--- src/rtl/exc_entry_pkg.sv ---
package exc_entry_pkg;
   localparam int unsigned CAUSE_W = 3;
   localparam int unsigned EN_W    = 3;
   localparam int unsigned EN_GLB  = 0;
   localparam int unsigned EN_NRM  = 1;
   localparam int unsigned EN_DBG  = 2;

   typedef enum logic [CAUSE_W-1:0] {
      CZ_RESET  = 3'd0,
      CZ_BKPT   = 3'd1,
      CZ_IBUS   = 3'd2,
      CZ_WATCH  = 3'd3,
      CZ_DBUS   = 3'd4,
      CZ_DIVZ   = 3'd5,
      CZ_IRQ    = 3'd6,
      CZ_SCALL  = 3'd7
   } cause_e;

   function automatic logic cause_is_debug(input logic [CAUSE_W-1:0] c);
      return (c == CZ_BKPT) || (c == CZ_WATCH);
   endfunction
endpackage

--- src/rtl/exc_cause_decode.sv ---
module exc_cause_decode
   import exc_entry_pkg::*;
(
   input  logic               req,
   input  logic [CAUSE_W-1:0] cause,
   output logic               accept,
   output logic               reject
);
   always_comb begin
      accept = 1'b0;
      reject = 1'b0;
      if (req) begin
         unique case (cause_e'(cause))
            CZ_BKPT, CZ_IBUS, CZ_WATCH,
            CZ_DBUS, CZ_DIVZ, CZ_SCALL: accept = 1'b1;
            default:                    reject = 1'b1;
         endcase
      end
   end
endmodule

--- src/rtl/exc_vector_gen.sv ---
module exc_vector_gen
   import exc_entry_pkg::*;
#(
   parameter int unsigned XLEN         = 32,
   parameter int unsigned SLOT_SHIFT   = 5,
   parameter bit          ALIGNED_BASE = 1'b0
) (
   input  logic [CAUSE_W-1:0] cause,
   input  logic               use_dbg_base,
   input  logic [XLEN-1:0]    eba,
   input  logic [XLEN-1:0]    deba,
   output logic [XLEN-1:0]    target
);
   localparam int unsigned OFF_W = CAUSE_W + SLOT_SHIFT;

   logic [XLEN-1:0]  base;
   logic [OFF_W-1:0] offset;

   assign base   = use_dbg_base ? deba : eba;
   assign offset = {cause, {SLOT_SHIFT{1'b0}}};

   generate
      if (ALIGNED_BASE) begin : g_concat
         assign target = {base[XLEN-1:OFF_W], offset};
      end else begin : g_adder
         assign target = base + XLEN'(offset);
      end
   endgenerate
endmodule

--- src/rtl/exc_ie_update.sv ---
module exc_ie_update
   import exc_entry_pkg::*;
(
   input  logic [EN_W-1:0] ie_cur,
   input  logic            debug_class,
   output logic [EN_W-1:0] ie_new
);
   always_comb begin
      ie_new         = ie_cur;
      ie_new[EN_GLB] = 1'b0;
      if (debug_class) ie_new[EN_DBG] = ie_cur[EN_GLB];
      else             ie_new[EN_NRM] = ie_cur[EN_GLB];
   end
endmodule

--- src/rtl/exc_entry_ctrl.sv ---
module exc_entry_ctrl
   import exc_entry_pkg::*;
#(
   parameter int unsigned XLEN         = 32,
   parameter int unsigned SLOT_SHIFT   = 5,
   parameter bit          ALIGNED_BASE = 1'b0
) (
   input  logic               clk,
   input  logic               rst_n,
   input  logic               exc_req,
   input  logic [CAUSE_W-1:0] exc_cause,
   input  logic               irq_line,
   input  logic [XLEN-1:0]    pc_i,
   input  logic [XLEN-1:0]    eba_i,
   input  logic [XLEN-1:0]    deba_i,
   input  logic               remap_en,
   input  logic [EN_W-1:0]    ie_i,
   output logic               redirect_vld,
   output logic [XLEN-1:0]    redirect_pc,
   output logic               save_we,
   output logic               save_sel,
   output logic [XLEN-1:0]    save_data,
   output logic               ie_we,
   output logic [EN_W-1:0]    ie_next,
   output logic               cause_err
);
   generate
      if (XLEN < CAUSE_W + SLOT_SHIFT) begin : g_bad_width
         $error("exc_entry_ctrl: XLEN too small for vector table");
      end
   endgenerate

   logic               f_ok, f_bad, irq_take, fire, dbg;
   logic [CAUSE_W-1:0] eff_cause;
   logic [XLEN-1:0]    tgt;
   logic [EN_W-1:0]    ie_calc;

   exc_cause_decode u_dec (
      .req    (exc_req),
      .cause  (exc_cause),
      .accept (f_ok),
      .reject (f_bad)
   );

   assign irq_take  = !exc_req && irq_line && ie_i[EN_GLB];
   assign fire      = f_ok || irq_take;
   assign eff_cause = f_ok ? exc_cause : CAUSE_W'(CZ_IRQ);
   assign dbg       = cause_is_debug(eff_cause);

   exc_vector_gen #(
      .XLEN         (XLEN),
      .SLOT_SHIFT   (SLOT_SHIFT),
      .ALIGNED_BASE (ALIGNED_BASE)
   ) u_vec (
      .cause        (eff_cause),
      .use_dbg_base (dbg || remap_en),
      .eba          (eba_i),
      .deba         (deba_i),
      .target       (tgt)
   );

   exc_ie_update u_ie (
      .ie_cur      (ie_i),
      .debug_class (dbg),
      .ie_new      (ie_calc)
   );

   always_ff @(posedge clk) begin
      if (!rst_n) begin
         redirect_vld <= 1'b0;
         redirect_pc  <= '0;
         save_we      <= 1'b0;
         save_sel     <= 1'b0;
         save_data    <= '0;
         ie_we        <= 1'b0;
         ie_next      <= '0;
         cause_err    <= 1'b0;
      end else begin
         redirect_vld <= fire;
         save_we      <= fire;
         ie_we        <= fire;
         cause_err    <= f_bad;
         redirect_pc  <= fire ? tgt     : '0;
         save_sel     <= fire ? dbg     : 1'b0;
         save_data    <= fire ? pc_i    : '0;
         ie_next      <= fire ? ie_calc : '0;
      end
   end
endmodule

--- config.mk ---
export PLATFORM = sky130hd
export DESIGN_NAME = exc_entry_ctrl
export DESIGN_NICKNAME = d
export VERILOG_FILES = /design/src/rtl/exc_entry_pkg.sv /design/src/rtl/exc_cause_decode.sv /design/src/rtl/exc_vector_gen.sv /design/src/rtl/exc_ie_update.sv /design/src/rtl/exc_entry_ctrl.sv
export SDC_FILE = /design/constraint.sdc
export NUM_CORES = 1
export LEC_CHECK = 0
export CAP_MARGIN = 25
export CORE_ASPECT_RATIO = 0.6
export CORE_MARGIN = 3
export CORE_UTILIZATION = 35
export DETAILED_ROUTE_END_ITERATION = 8
export HOLD_SLACK_MARGIN = 0.03
export PLACE_DENSITY = 0.74
export SLEW_MARGIN = 20
export SYNTH_ARGS = -nofsm -noshare
export SYNTH_HDL_FRONTEND = slang
export SYNTH_SLANG_ARGS = --single-unit
--- constraint.sdc ---
create_clock -name clk -period 3.8 [get_ports clk]
set_input_delay 0.38 -clock clk [delete_from_list [all_inputs] [get_ports clk]]
set_output_delay 0.38 -clock clk [all_outputs]
set_load 0.005 [all_outputs]
==> summary.txt <==
Timing
  – Max Transition Viols Final: 0
  – Slew at the pin closest to its max-slew limit: 0.684 ns
  – Slew HR: 54.3%
  – Final Hold Fails: 0
  – Final setup vio count: 0
  – Tcrit/Tclk final: 82.5%
  – RSZ-0062 raised after global routing: false
  – Min Tclk post-route: 3.14 ns
  – Fin Setup TNS: 0 ns
  – F_max: 319 MHz

Power and ir drop
  – Logic pwr share: 19.6%
  – Clock share of power: 43.6%
  – P_leak: 2.11 nW
  – Flop pwr share: 36.8%
  – VDD IR max: 0.000256 V
  – Pwr Density: 386 nW/um2
  – Psw: 0.518 mW
  – Pint: 1.60 mW
  – Switching Share: 24.4%

Floorplan
  – Initial Util: 37.3%
  – Core Box Area: 8820 um2
  – Row cnt: 26
  – Die H: 81.1 um
  – Full die area: 10,600 um2
  – Die Width: 131 um
  – # IOs: 179

Logic synthesis
  – Yosys reg bits: 69
  – Main synth FF type: dfxtp_1
  – Count leader, synth: dfxtp_1
  – Gate count of the mapped netlist: 364
  – Yosys warns: 0
  – Commonest cells post-synth: 69 x dfxtp_1, 45 x nand2_1, 37 x and2_1, 22 x a21oi_1, 17 x nor3_1
  – Area fraction of the dominant cell type after synthesis: 42.0%
  – Cell variety after synth: 63
  – Sequential element share of the synthesized area: 42.0%
  – Mapped cell area: 3290 um2
  – Top cells by area, synth: dfxtp_1 42%, and2_1 7.0%, nand2_1 5.1%
  – Async set or reset register ratio after synthesis: 0%
  – Syn_area_per_cell: 9.03 um2
  – Post-synth EDFFs: 0
  – Leading area contributor after synthesis: dfxtp_1
  – Mapped Nets: 475

Critical path
  – Worst endpoint required time: 4.06 ns
  – Crit path capture type: flip-flop
  – CP max stage cell: clkdlybuf4s50_1
  – Arr. time, crit path: 3.40 ns
  – Critical path launch point type: input pin
  – CP peak stage delay: 0.61 ns
  – Crit path max-delay family: compound AO/OA/AOI/OAI gates
  – Worst Setup Path Type: input pin to flip-flop
  – Crit-path max FO: 9
  – Critical path's most frequent cell: nand2_1
  – CP Cell Sequence: clkdlybuf4s50_1 -> nand3b_1 -> nand2_2 -> nand2_1 -> nand2_1 -> ha_1 -> a21oi_1 -> nand2_1 -> a32oi_1 -> o21ai_0 -> a21oi_1
  – Critical path buffers and inverters: 1

Placement
  – GPL Wtd Cong: 0.864
  – IO buf count: 177
  – DP HPWL: 9330 um

Detailed routing
  – WL/cell: 18.4 um
  – # DRC: 0
  – Post-route ant nets: 0
  – Vias: 3,542
  – Detailed Routing Iterations Pass 1: 6
  – Vias/cell: 5.30
  – DRT Wirelength: 12,300 um
  – Drt first-iter violations: 320

CTS
  – H-tree Lvls: 3
  – Cts repair resizes: 0
  – Clock Sinks: 69
  – Clock buffer count from CTS: 9
  – Cts-stage hold buffer count: 0
  – CTS tree: yes
  – Post-CTS setup buffers: 0
  – Clk pin slew, worst setup/hold paths: 0.06 ns
  – Clock root buffer: clkbuf_16
  – Clk buf depth: 2

GRT
  – Total Routing Usage GR: 22.6%
  – Grt total ovfl: 0
  – Largest net degree at the start of global routing: 40
  – Initial antenna violation count: 1
  – First-pass GRT wire length: 18,700 um
  – Number of global-route vias before repair: 3,364

Hold path
  – Hold Crit Start: pc_i[30]
  – Hold Path Class: input pin to flip-flop
  – Worst hold endpoint: save_data[30]
  – Hold Path Depth: 2

Cells and area
  – Layout cells sized above 1: 7.20%
  – Final nets: 648
  – Final Core Density: 62.2%
  – Area grow syn2layout: 66.9%
  – Antenna Cells: 0

Job
  – # Max-Cap Violations: 0

Run status
  – Status: finished, final reports clean
[state kept, by name (all words and copies together) (netlist names)]
register	count
cause_err	1
ie_next	2
ie_we	1
redirect_pc	32
save_data	32
save_sel	1
[cell families after synthesis]
group           after synthesis  synth area share [%]
other cells                   1                 0.114
buf+inv                      26                  4.26
fa+ha+maj                     4                  1.75
flops                        69                  42.0
simple gates                162                  27.6
xor+xnor                      9                  2.40
mux                          20                  6.28
compound gates               73                  15.6
[layout by cell type (no fill, tap or decap), types with 8 or more instances in the layout]
| cell | instances |
|---|---|
| nor2_1 | 11 |
| nand3_1 | 8 |
| nor3_1 | 17 |
| a21oi_1 | 22 |
| nor4_1 | 10 |
| clkbuf_16 | 9 |
| mux2i_1 | 15 |
| nand2_1 | 44 |
| and2_1 | 37 |
| dfxtp_1 | 69 |
| clkdlybuf4s50_1 | 177 |
| nand4_1 | 12 |
[layout make-up]
cell class	count	area, um2
Inverter	4	15.0
Sequential cell	69	1380
Multi-Input combinational cell	269	1780
Clock inverter	6	93.8
Timing Repair Buffer	184	1820
Tap cell	126	158
Clock buffer	10	239
Fill cell	730	3330
[per-layer routing]
metal,routed length (um),track usage [%],share of wire [%],vias to the layer above
met5,13,0,0.11,-
met4,99,5.77,0.81,2
met3,1210,8.54,9.8,13
met2,5140,33.5,42,196
met1,5820,31.2,47,1666
li1,-,-,-,1665
[power groups by stage]
| stage | registers (mW) | clock network, mW | logic, mW |
|---|---|---|---|
| after floorplan | 0.800 | 0 | 0.150 |
| after global placement | 0.796 | 0 | 0.406 |
| after detailed placement | 0.795 | 0 | 0.412 |
| after CTS | 0.780 | 0.940 | 0.415 |
| after global routing | 0.784 | 0.968 | 0.448 |
| final | 0.780 | 0.924 | 0.416 |
[metrics by stage]
step	instances	setup WS, ns	area, um2	hold slack [ns]	total power, mW
after floorplan	364	0.867	3290	0.502	0.950
after global placement	652	0.567	5150	0.941	1.20
after detailed placement	652	0.408	5150	0.945	1.21
after CTS	668	0.755	5490	0.593	2.14
after global routing	668	0.405	5490	0.604	2.20
final	668	0.663	5490	0.606	2.12
[how the worst max path moves through the flow]
stage | startpoint | endpoint | slack [ns] | depth (start not counted)
detailed placement | exc_req | redirect_pc[26] | 0.41 | 11
CTS | exc_req | redirect_pc[26] | 0.76 | 11
global route | exc_req | redirect_pc[30] | 0.41 | 11
global placement | exc_req | redirect_pc[24] | 0.57 | 11
floorplan | exc_cause[2] | redirect_pc[30] | 0.87 | 13
finish | exc_req | redirect_pc[24] | 0.66 | 11
(Power assumes the default switching activity.)
